$ cat config.mk
export PLATFORM = sky130hd
export DESIGN_NAME = pgood_window_mon
export DESIGN_NICKNAME = d
export VERILOG_FILES = /design/src/rtl/pgw_pkg.sv /design/src/rtl/pgw_window_cmp.sv /design/src/rtl/pgw_ss_gate.sv /design/src/rtl/pgw_qual_filter.sv /design/src/rtl/pgood_window_mon.sv
export SDC_FILE = /design/constraint.sdc
export NUM_CORES = 1
export LEC_CHECK = 0
export BUFFER_PORTS_ARGS = -buffer_cell sky130_fd_sc_hd__clkbuf_2
export CAP_MARGIN = 20
export CORE_MARGIN = 2
export CORE_UTILIZATION = 43
export CTS_BUF_LIST = sky130_fd_sc_hd__clkbuf_16
export CTS_CLUSTER_DIAMETER = 40
export CTS_CLUSTER_SIZE = 28
export DETAILED_ROUTE_END_ITERATION = 8
export PLACE_DENSITY = 0.72
export SYNTH_ARGS = -nofsm -noshare
export SYNTH_HDL_FRONTEND = slang
export SYNTH_SLANG_ARGS = --single-unit
$ cat constraint.sdc
create_clock -name clk -period 2.5 [get_ports clk]
set_input_delay 0.375 -clock clk [delete_from_list [all_inputs] [get_ports clk]]
set_output_delay 0.375 -clock clk [all_outputs]
set_load 0.01 [all_outputs]
$ cat src/rtl/pgw_pkg.sv
package pgw_pkg;

  // Inclusive window test on millivolt samples.
  function automatic logic in_window(input int sample, input int lo, input int hi);
    return (sample >= lo) && (sample <= hi);
  endfunction

  // Number of clock cycles in a time span given in nanoseconds.
  function automatic int cycles_from_ns(input longint clk_khz, input longint span_ns);
    return int'((clk_khz * span_ns) / 64'd1000000);
  endfunction

endpackage

$ cat src/rtl/pgw_window_cmp.sv
module pgw_window_cmp #(
  parameter int MV_W  = 12,
  parameter int LO_MV = 800,
  parameter int HI_MV = 1035
) (
  input  logic [MV_W-1:0] vfb_mv,
  output logic            in_win
);
  import pgw_pkg::*;

  always_comb begin
    in_win = in_window(int'(vfb_mv), LO_MV, HI_MV);
  end

endmodule

$ cat src/rtl/pgw_ss_gate.sv
module pgw_ss_gate #(
  parameter int MV_W      = 12,
  parameter int SS_THR_MV = 1500
) (
  input  logic            clk,
  input  logic            rst,
  input  logic            en,
  input  logic [MV_W-1:0] vss_mv,
  output logic            ss_done
);

  logic ss_hit;

  always_comb begin
    ss_hit = int'(vss_mv) >= SS_THR_MV;
  end

  // Sticky: once the ramp passes the threshold it stays satisfied.
  always_ff @(posedge clk) begin
    if (rst || !en) begin
      ss_done <= 1'b0;
    end else if (ss_hit) begin
      ss_done <= 1'b1;
    end
  end

endmodule

$ cat src/rtl/pgw_qual_filter.sv
module pgw_qual_filter #(
  parameter int FILT_CYC = 300,
  parameter int CNT_W    = (FILT_CYC > 1) ? $clog2(FILT_CYC) : 1
) (
  input  logic             clk,
  input  logic             clr,
  input  logic             in_win,
  output logic             qual,
  output logic [CNT_W-1:0] cnt
);

  logic mismatch;

  always_comb begin
    mismatch = (in_win != qual);
  end

  generate
    if (FILT_CYC <= 1) begin : g_direct
      // No filtering: the qualified state follows each sample.
      always_ff @(posedge clk) begin
        if (clr) begin
          qual <= 1'b0;
        end else begin
          qual <= in_win;
        end
      end
      always_comb begin
        cnt = '0;
      end
    end else begin : g_count
      localparam logic [CNT_W-1:0] LAST = CNT_W'(FILT_CYC - 1);
      always_ff @(posedge clk) begin
        if (clr) begin
          qual <= 1'b0;
          cnt  <= '0;
        end else if (!mismatch) begin
          cnt <= '0;
        end else if (cnt == LAST) begin
          qual <= in_win;
          cnt  <= '0;
        end else begin
          cnt <= cnt + 1'b1;
        end
      end
    end
  endgenerate

endmodule

$ cat src/rtl/pgood_window_mon.sv
module pgood_window_mon #(
  parameter int MV_W      = 12,
  parameter int REF_MV    = 900,
  parameter int LO_OFS_MV = 100,
  parameter int HI_OFS_MV = 135,
  parameter int SS_THR_MV = 1500,
  parameter int CLK_KHZ   = 100000,
  parameter int FILT_NS   = 3000
) (
  input  logic            clk,
  input  logic            rst,
  input  logic            en,
  input  logic [MV_W-1:0] vfb_mv,
  input  logic [MV_W-1:0] vss_mv,
  input  logic            fault_lat,
  output logic            pgood
);
  import pgw_pkg::*;

  localparam int LO_MV    = REF_MV - LO_OFS_MV;
  localparam int HI_MV    = REF_MV + HI_OFS_MV;
  localparam int FILT_CYC = cycles_from_ns(longint'(CLK_KHZ), longint'(FILT_NS));
  localparam int CNT_W    = (FILT_CYC > 1) ? $clog2(FILT_CYC) : 1;

  // Named internal events, visible to the bound checker.
  logic             in_win;
  logic             ss_done;
  logic             filt_clr;
  logic             qual;
  logic [CNT_W-1:0] filt_cnt;

  pgw_window_cmp #(.MV_W(MV_W), .LO_MV(LO_MV), .HI_MV(HI_MV)) win_i (
    .vfb_mv (vfb_mv),
    .in_win (in_win)
  );

  pgw_ss_gate #(.MV_W(MV_W), .SS_THR_MV(SS_THR_MV)) ss_i (
    .clk     (clk),
    .rst     (rst),
    .en      (en),
    .vss_mv  (vss_mv),
    .ss_done (ss_done)
  );

  always_comb begin
    filt_clr = rst || !en || fault_lat || !ss_done;
  end

  pgw_qual_filter #(.FILT_CYC(FILT_CYC), .CNT_W(CNT_W)) filt_i (
    .clk    (clk),
    .clr    (filt_clr),
    .in_win (in_win),
    .qual   (qual),
    .cnt    (filt_cnt)
  );

  always_comb begin
    pgood = qual && ss_done && !fault_lat;
  end

endmodule

==> summary.md, run 1 <==
| Metric | Value |
|---|---|
| Outcome | finished clean |
| Sink Count | 11 |
| Avg Inst Size Synth | 9.062 um2 |
| Area delta synth->final | 37.24% |
| Rows | 13 |
| CTS root buffer | clkbuf_16 |
| LEAKAGE | 0.0003017 uW |
| Commonest cells after routing, fill and taps aside | clkbuf_2 (24), dfxtp_1 (11), nor4_1 (7), xnor2_1 (6), nor3_1 (5) |
| Peak VDD IR | 692.3 uV |
| Fill cell count | 116 |
| Main flop type after synthesis | dfxtp_1 |
| DRT Wirelength | 1375 um |
| Relative slew slack | 77.36% |
| Clk slew on worst S/H paths | 0.04 ns |
| FMAX | 557.6 MHz |
| Routed len/inst | 12.61 um |
| Post-synth EDFFs | 0 |
| Number of port buffers | 24 |
| R2R Path End | filt_i.qual$_SDFFE_PP0P_ |
| Die H | 41.30 um |
| Final hold slack | 0.3093 ns |
| Routability cong. | 0.8012 |
| Syn Inst Count | 66 |
| Drt via density | 5.495 |
| Finished Cell Area | 820.8 um2 |
| Number of global-route vias before repair | 516 |
| Fin crit share | 71.74% |
| Post_cts resized | 0 |
| Post-synthesis sequential area ratio | 36.82% |
| CTS H-tree lvls | 1 |
| Post-DP HPWL | 1000 um |
| Nets | 124 |
| Non-Filler Instances | 109 |
| Worst Path Required | 2.61 ns |
| R2R Setup Slk | 0.97 ns |
| Top fanout value on the critical path | 9 |
| Initial DRC count | 20 |
| Post-synth top area share | 36.82% |
| First drt pass iteration count | 4 |
| Mapped cell area | 598.1 um2 |
| Worst-Skew Late Latency | 0.24 ns |
| Antenna diodes | 0 |
| Clock Path Buffers | 2 |
| Top post-synthesis cells by area | dfxtp_1 (37%), xnor2_1 (8.8%), nor4_1 (7.3%) |
| Core box area | 0.001301 mm2 |
| Hold-fix buffers, CTS | 0 |
| Die area | 0.001705 mm2 |
| Largest net degree at the start of global routing | 11 |
| Post-Place Cells | 105 |
| Ys async rst share | 0% |
| Reg2Reg Depth | 5 |
| CTS tree | yes |
| Initial Util | 45.96% |
| Post-CTS setup buffer count | 0 |
| Busiest grt layer | met2 |
| Setup crit start | vfb_mv[8] |
| #FFs+latches synth | 11 |
| Crit. End Element | flop |
| Worst setup path end | filt_i.cnt[4]$_SDFF_PP0_ |
| Power Dens Cells | 605.1 mW/mm2 |
| Setup violators final | 0 |
| Setup TNS | 0 ns |
| First-pass GRT wire length | 2145 um |
| DRC viols | 0 |
| Congestion Overflow GR | 0 |
| Yosys top cell by area | dfxtp_1 |
| Chip Width | 41.30 um |
| Worst Tran Pin Value | 0.3367 ns |
| Worst hold path class | primary input to flop |
| Yosys cell types | 31 |
| M2 GR Usage | 33.59% |
| Fin. Hold Viols | 0 |
| Reg2Reg Launch Point | filt_i.cnt[0]$_SDFF_PP0_ |
| Num ports | 29 |
| Synth warnings | 0 |
| Leading cell type in the layout, fill and taps excluded | clkbuf_2 |
| Initial antenna violation count | 0 |
| Share of cells above drive strength 1 | 34.04% |
| Post-DP Area | 740.7 um2 |
| Max Cap Violations | 0 |
| RSZ-0062 raised after global routing | no |
| Fin. max-slew vios | 0 |
| Critical Path AT | 1.90 ns |
| Crit Path Category | primary input to flop |
| Final min period | 1.794 ns |
| Met1 GRT Util | 23.30% |
| Remaining antenna violation count | 0 |
| Met3 usage | 6.383% |
| Vias | 599 |
| Synthesized net count | 95 |
| Total track usage | 19.87% |
| Hold wc startpoint | rst |
| Worst setup SP type | primary input |
| Skew final | 0.004014 ns |
| CTS buffer count | 3 |
-- how the worst min path moves through the flow --
stage	endpoint	slack [ns]	depth (start not counted)
CTS	ss_i.ss_done$_SDFFE_PP0P_	0.31	2
finish	ss_i.ss_done$_SDFFE_PP0P_	0.31	2
global route	ss_i.ss_done$_SDFFE_PP0P_	0.33	2
detailed placement	filt_i.cnt[0]$_SDFF_PP0_	0.48	1
global placement	filt_i.cnt[0]$_SDFF_PP0_	0.48	1
floorplan	ss_i.ss_done$_SDFFE_PP0P_	0.45	1
-- critical path, cell delays in order --
cell and delay (ns):
clkbuf_2 0.08, or4b_1 0.53, a2111o_1 0.39, a222oi_1 0.23
buf_4 0.22, nor3_1 0.07
-- kinds of logic (layout without fill, tap and decap cells) --
logic type                 count (synthesis)  in the layout  synth area share (%)
DFF                                       11             11                 36.82
adders and majority gates                  1              1                 2.092
AOI/OAI and AO/OA                          9              9                 12.34
xor gates and xnor gates                   7              7                 10.25
and+or+nand+nor                           34             34                 35.36
buffers and inverters                      4             32                 3.138
-- through the flow --
| stage | setup WS (ns) | utilization [%] | total power, uW |
|---|---|---|---|
| finish | 0.7065 | 63.08 | 496.6 |
| floorplan | 0.6326 | - | 190.2 |
| detailed placement | 0.4868 | 56.92 | 211.5 |
| global route | 0.6497 | 63.08 | 518.3 |
| CTS | 0.7094 | 63.08 | 501.3 |
| global placement | 0.4758 | 56.92 | 210.3 |
-- metal layers --
layer  vias to the layer above  wire [um]
met5                         -          0
met1                       263        592
met3                         2         87
met2                        23        682
li1                        311          -
met4                         0         12
-- power by group --
| group | switching, uW | leakage (uW) | internal (uW) |
|---|---|---|---|
| logic | 12.5 | 0.000172 | 18.1 |
| registers | 0.517 | 0.0000888 | 177 |
| clock network | 77.0 | 0.0000409 | 212 |
| total | 90.0 | 0.000302 | 407 |
-- final cells by class --
cell class	count	area (um2)	area share [%]
sequential	11	220.2	26.83
timing repair buffer	26	135.1	16.46
inverter	2	7.507	0.9146
clock buffer	3	75.07	9.146
multi-input combinational	51	359.1	43.75
clock inverter	1	5.005	0.6098
tap	15	18.77	2.287
-- registers in the layout (all words and copies together) (netlist names) --
signal        cells
ss_i.ss_done      1
filt_i.cnt        9
filt_i.qual       1
-- cells in the mapped netlist (all sizes together), types with 2 or more instances --
master and count:
a21oi 2, buf 2, dfxtp 11, inv 2, nand2 3, nand3 4
nor2 4, nor3 5, nor4 8, xnor2 6
Power figures use the tool's default switching activity.
==> inputs of run 2 (changes only) <==
Settings changed: ABC_AREA set to 1, CORE_UTILIZATION 43 to 39, PLACE_DENSITY 0.72 to 0.7.
Clock period 2.5 ns to 1.6 ns, I/O delays scaled along.
==> run 2 against run 1 <==
Compared with the run above:
- synthesized area down 2.7%
- via count is 7.3% lower
- synthesized cell count is 23% higher
- clock skew fell by 0.0020 ns
- hold slack got worse by 0.066 ns
- clock power is 54% higher
- count of clock-buffer cells in the layout stayed put
- non-clock buffer count is 2 lower
- wire length fell by 19%
- combinational power grew 56%
- register-to-register slack worse by 0.68 ns
- critical path type is now flop to flop
==> summary.md, run 2 <==
| Metric | Value |
|---|---|
| Outcome | finished clean |
| Ys async rst share | 0% |
| Crit. End Element | flop |
| Number of port buffers | 24 |
| First-pass GRT wire length | 2035 um |
| Routability cong. | 0.7418 |
| Biggest regs | filt_i.cnt x9, filt_i.qual x1, ss_i.ss_done x1 |
| DRC viols | 0 |
| Worst Tran Pin Value | 0.1844 ns |
| Post-synthesis sequential area ratio | 37.85% |
| Non-Filler Instances | 124 |
| Syn Inst Count | 81 |
| Critical Path AT | 1.44 ns |
| Top post-synthesis cells by area | dfxtp_1 (38%), nand2_1 (9.0%), nor2_1 (9.0%) |
| Post-DP HPWL | 911.2 um |
| Skew final | 0.001989 ns |
| Synthesized net count | 110 |
| Chip Width | 42.63 um |
| Routed len/inst | 9.008 um |
| Final min period | 1.314 ns |
| Reg with most FFs | filt_i.cnt |
| Max Cap Violations | 0 |
| Top fanout value on the critical path | 9 |
| Most frequent cells after synthesis | nand2_1 (14), nor2_1 (14), inv_1 (12), dfxtp_1 (11), nand3_1 (6) |
| Sink Count | 11 |
| Power Dens Cells | 962.9 mW/mm2 |
| First drt pass iteration count | 3 |
| Vias | 555 |
| Initial DRC count | 4 |
| Fin crit share | 82.11% |
| Setup violators final | 0 |
| RSZ-0062 raised after global routing | no |
| Area delta synth->final | 37.42% |
| Worst Slack Setup Final | 0.2863 ns |
| Number of global-route vias before repair | 515 |
| R2R Setup Slk | 0.29 ns |
| CTS tree | yes |
| Setup slack at placement | 0.2911 ns |
| Die H | 42.63 um |
| Drt via density | 4.476 |
| Congestion Overflow GR | 0 |
| Worst hold path class | primary input to flop |
| Largest net degree at the start of global routing | 10 |
| Die area | 0.001817 mm2 |
| Clk slew on worst S/H paths | 0.04 ns |
| Yosys top cell by area | dfxtp_1 |
| Fin. max-slew vios | 0 |
| Fill cell count | 121 |
| Synth warnings | 0 |
| Setup TNS | 0 ns |
| Yosys cell types | 18 |
| Num ports | 29 |
| Commonest cells after routing, fill and taps aside | clkbuf_2 (24), nand2_1 (14), nor2_1 (14), inv_1 (13), dfxtp_1 (11) |
| CTS H-tree lvls | 1 |
| Rows | 13 |
| Antenna diodes | 0 |
| Share of cells above drive strength 1 | 30.28% |
| CTS root buffer | clkbuf_16 |
| CTS buffer count | 3 |
| Post-CTS setup buffer count | 0 |
| Nets | 139 |
| Post-synth EDFFs | 0 |
| Largest register FFs | 9 |
| Crit Path Category | flop to flop |
| FMAX | 761.2 MHz |
| Initial Util | 43.10% |
| Clock Path Buffers | 2 |
| LEAKAGE | 0.0003697 uW |
| Worst-Skew Late Latency | 0.24 ns |
| Hold-fix buffers, CTS | 0 |
| Total track usage | 14.45% |
| Finished Cell Area | 799.5 um2 |
| Initial antenna violation count | 0 |
| Core box area | 0.001350 mm2 |
| Post-Place Cells | 120 |
| #FFs+latches synth | 11 |
| Post_cts resized | 0 |
| Post-DP Area | 720.7 um2 |
| Avg Inst Size Synth | 7.183 um2 |
| Main flop type after synthesis | dfxtp_1 |
| Mapped cell area | 581.8 um2 |
| Remaining antenna violation count | 0 |
| Post-synth top area share | 37.85% |
| Leading cell type in the layout, fill and taps excluded | clkbuf_2 |
| Layout Utilization | 59.22% |
| Fin. Hold Viols | 0 |
| Peak VDD IR | 913.0 uV |
| Worst setup SP type | flop |
| Relative slew slack | 87.66% |
| DRT Wirelength | 1117 um |
| Worst Path Required | 1.73 ns |
[run 2: logic make-up after synthesis]
logic type                 Yosys count  synth area share [%]
and+or+nand+nor                     43                 35.27
DFF                                 11                 37.85
AOI/OAI and AO/OA                    7                 6.451
adders and majority gates            1                 2.150
buffers and inverters               12                 7.741
xor gates and xnor gates             7                 10.54
[run 2: final cells by class]
class                   instances  area, um2  area share, %
clock buffers                   3      75.07          9.390
clock inverters                 1      3.754         0.4695
inverters                      12      45.04          5.634
multi-input cells              58      316.6          39.59
flip-flops and latches         11      220.2          27.54
well taps                      15      18.77          2.347
repair buffers                 24      120.1          15.02
[run 2: per-stage QoR]
| stage | power [uW] | hold WS (ns) |
|---|---|---|
| 6_report | 769.9 | 0.2435 |
| 5_1_grt | 794.2 | 0.2589 |
| 4_1_cts | 777.9 | 0.2459 |
| 3_5_place_dp | 330.6 | 0.4376 |
| 3_3_place_gp | 328.6 | 0.4361 |
| 2_1_floorplan | 299.7 | 0.3867 |
[run 2: critical path: stages (launching register included)]
cell     delay, ns
dfxtp_1       0.34
ha_1          0.23
inv_1         0.05
nor3_1        0.17
nand2_1       0.07
inv_1         0.09
nor2_1        0.07
nand3_4       0.13
nor2_1        0.05
[run 2: path summary, 6_finish.rpt]
path | start | endpoint | cells past startpoint
setup reg to reg | filt_i.cnt[0]$_SDFF_PP0_ | filt_i.cnt[3]$_SDFF_PP0_ | 8
setup / recovery | filt_i.cnt[0]$_SDFF_PP0_ | filt_i.cnt[3]$_SDFF_PP0_ | 8
hold reg to reg | filt_i.cnt[0]$_SDFF_PP0_ | filt_i.cnt[0]$_SDFF_PP0_ | 1
hold / removal | en | ss_i.ss_done$_SDFFE_PP0P_ | 3
[run 2: power by group]
part | switching, uW | internal [uW] | total, uW | leakage, uW
Combinational | 19.7 | 27.9 | 47.7 | 0.000239
Clock | 117 | 327 | 444 | 0.0000423
Sequential | 0.937 | 277 | 278 | 0.0000888
[run 2: routing by layer]
layer	share of wire (%)	GRT usage (%)	wire [um]
met1	45	16.97	506
met2	48	24.55	536
met3	4.8	3.879	54
met4	1.7	5.625	19
met5	0	0	0
==> inputs of run 3 (changes only) <==
Clock period 1.6 ns to 1.1 ns, I/O delays scaled along.
==> run 3 against run 2 <==
Compared with the run above:
- the run now ends with setup timing left
- die area unchanged
- combinational power increased by 52%
- clock skew increased by 0.0017 ns
- core utilization increased by 11 points
- sequential power increased by 45%
- cell count increased by 8.9%
- critical path depth unchanged
- setup slack got worse by 0.35 ns
- non-clock buffer count increased by 10
==> summary.md, run 3 (synthesis gave the netlist of run 2 again) <==
| Metric | Value |
|---|---|
| Outcome | complete, but fails checks |
| Failing checks | setup timing |
| Vias | 644 |
| First drt pass iteration count | 4 |
| Fin crit share | 106.0% |
| Remaining antenna violation count | 0 |
| CP top delay family | simple AND/OR/NAND/NOR gates |
| Core box area | 0.001350 mm2 |
| CTS buffer count | 3 |
| Crit. End Element | flop |
| Drt via density | 4.770 |
| Worst Slack Setup Final | -0.06586 ns |
| Initial Util | 43.10% |
| RSZ-0062 raised after global routing | yes |
| Total number of cells along the worst setup path | 8 |
| Clock Path Buffers | 2 |
| Rows | 13 |
| Leading cell type in the layout, fill and taps excluded | clkbuf_2 |
| Worst setup SP type | flop |
| Worst path max stage delay | 0.32 ns |
| Number of global-route vias before repair | 647 |
| Area delta synth->final | 62.37% |
| Worst Hold Endpoint | ss_i.ss_done$_SDFFE_PP0P_ |
| Reg2Reg Depth | 8 |
| CTS tree | yes |
| Buf/Inv on CP | 2 |
| Skew final | 0.003709 ns |
| Reg with most FFs | filt_i.cnt |
| Share of cells above drive strength 1 | 48.33% |
| Largest net degree at the start of global routing | 7 |
| Setup violators final | 10 |
| Hold wc startpoint | en |
| Pwr Total | 1124 uW |
| DRT Wirelength | 1414 um |
| Hold Path Depth | 3 |
| Relative slew slack | 84.55% |
| Peak VDD IR | 1076 uV |
| Initial antenna violation count | 0 |
| Chip Width | 42.63 um |
| Nets | 150 |
| Die area | 0.001817 mm2 |
| Non-Filler Instances | 135 |
| Antenna diodes | 0 |
| LEAKAGE | 0.0004232 uW |
| Slowest cell on crit path | dfxtp_2 |
| Worst-path cell chain | ha_4, inv_2, nor3_2, nand2_1, inv_2, nor2_4, nand3_4, nor2_1 |
| Reg2Reg Launch Point | filt_i.cnt[1]$_SDFF_PP0_ |
| Top fanout value on the critical path | 4 |
| CTS root buffer | clkbuf_16 |
| Final min period | 1.166 ns |
| Congestion Overflow GR | 0 |
| Biggest regs | filt_i.cnt x9, filt_i.qual x1, ss_i.ss_done x1 |
| Initial DRC count | 8 |
| Worst Tran Pin Value | 0.2310 ns |
| Routability cong. | 0.7380 |
| Num ports | 29 |
| FMAX | 857.7 MHz |
| Crit Path Category | flop to flop |
| Number of port buffers | 24 |
| Die H | 42.63 um |
| Clk slew on worst S/H paths | 0.04 ns |
| Layout Utilization | 69.97% |
| Commonest cells after routing, fill and taps aside | clkbuf_2 (24), nand2_1 (14), inv_1 (11), nor2_1 (10), buf_4 (10) |
| Routed len/inst | 10.47 um |
| Max Cap Violations | 0 |
| Total track usage | 16.93% |
| Post-DP HPWL | 949.7 um |
| DRC viols | 0 |
| CTS H-tree lvls | 1 |
| R2R Path End | filt_i.cnt[2]$_SDFF_PP0_ |
| First-pass GRT wire length | 2304 um |
| Critical Path AT | 1.33 ns |
| Fin. max-slew vios | 0 |
| Largest register FFs | 9 |
| Worst-Skew Late Latency | 0.24 ns |
| CP dominant cell by count | inv_2 |
| Sink Count | 11 |
| Worst Path Required | 1.26 ns |
| Fin. Hold Viols | 0 |
| Power Dens Cells | 1190 mW/mm2 |
| Worst hold path class | primary input to flop |
| R2R Setup Slk | -0.07 ns |
| Post-Place Cells | 128 |
run 3: cell count changes in the layout (fill, tap and decap cells not counted), moves of 2 or more:
| cell | previous run | this run |
|---|---|---|
| buf_4 | 0 | 10 |
| dfxtp_1 | 11 | 7 |
| dfxtp_2 | 0 | 4 |
| inv_1 | 13 | 11 |
| inv_2 | 0 | 2 |
| nor2_1 | 14 | 10 |
| nor2_2 | 3 | 5 |
| nor2_4 | 0 | 2 |
| nor3_1 | 2 | 0 |
| nor3_2 | 0 | 2 |
run 3: layer usage:
metal / global-route usage, % / part of all wire, %
met1: 14.66 / 38
met4: 9.375 / 2.7
met2: 31.52 / 55
met5: 0 / 0
met3: 7.328 / 4.4
run 3: repair_timing:
item	4_1_cts	5_1_grt
endpoints found under the hold margin	0	0
pin swaps	3	4
buffers inserted	0	2
gates resized for setup	4	9
endpoints found under the setup margin	10	11
hold buffers	0	0
cloned	1	0
run 3: layout make-up:
class,count,area (um2)
inverters,12,45.04
well taps,15,18.77
clock buffers,3,75.07
repair buffers,34,195.2
fillers,107,405.4
flip-flops and latches,11,225.2
multi-input cells,59,381.6
clock inverters,1,3.754
run 3: worst max-delay path by stage:
| stage | to | startpoint | slack, ns |
|---|---|---|---|
| final | filt_i.cnt[2]$_SDFF_PP0_ | filt_i.cnt[1]$_SDFF_PP0_ | -0.07 |
| after detailed placement | filt_i.cnt[0]$_SDFF_PP0_ | filt_i.cnt[1]$_SDFF_PP0_ | -0.11 |
| after global placement | filt_i.cnt[0]$_SDFF_PP0_ | filt_i.cnt[1]$_SDFF_PP0_ | -0.09 |
| after floorplan | filt_i.cnt[8]$_SDFF_PP0_ | filt_i.cnt[1]$_SDFF_PP0_ | -0.004 |
| after global routing | filt_i.cnt[2]$_SDFF_PP0_ | filt_i.cnt[0]$_SDFF_PP0_ | -0.17 |
| after CTS | filt_i.qual$_SDFFE_PP0P_ | filt_i.cnt[1]$_SDFF_PP0_ | -0.02 |
run 3: worst reg2reg max path, cell delays in order, from the launching register on:
cell,delay (ns)
dfxtp_2,0.32
ha_4,0.17
inv_2,0.05
nor3_2,0.03
nand2_1,0.07
inv_2,0.05
nor2_4,0.16
nand3_4,0.12
nor2_1,0.11
run 3: stage by stage:
step / setup TNS [ns] / worst slack (ns) / area, um2 / hold slack (ns)
after floorplan: -0.003978 / -0.003978 / 596.8 / 0.3117
after global routing: -1.282 / -0.1697 / 944.7 / 0.1968
after global placement: -0.7078 / -0.08707 / 795.8 / 0.4150
after detailed placement: -0.8437 / -0.1087 / 795.8 / 0.4187
after CTS: -0.1205 / -0.01802 / 898.4 / 0.1721
final: -0.4639 / -0.06586 / 944.7 / 0.1727
run 3: power breakdown:
group	switching, uW	leakage (uW)	internal, uW
combinational	31.3	0.000290	41.3
clock	171	0.0000423	476
sequential	1.65	0.0000908	403
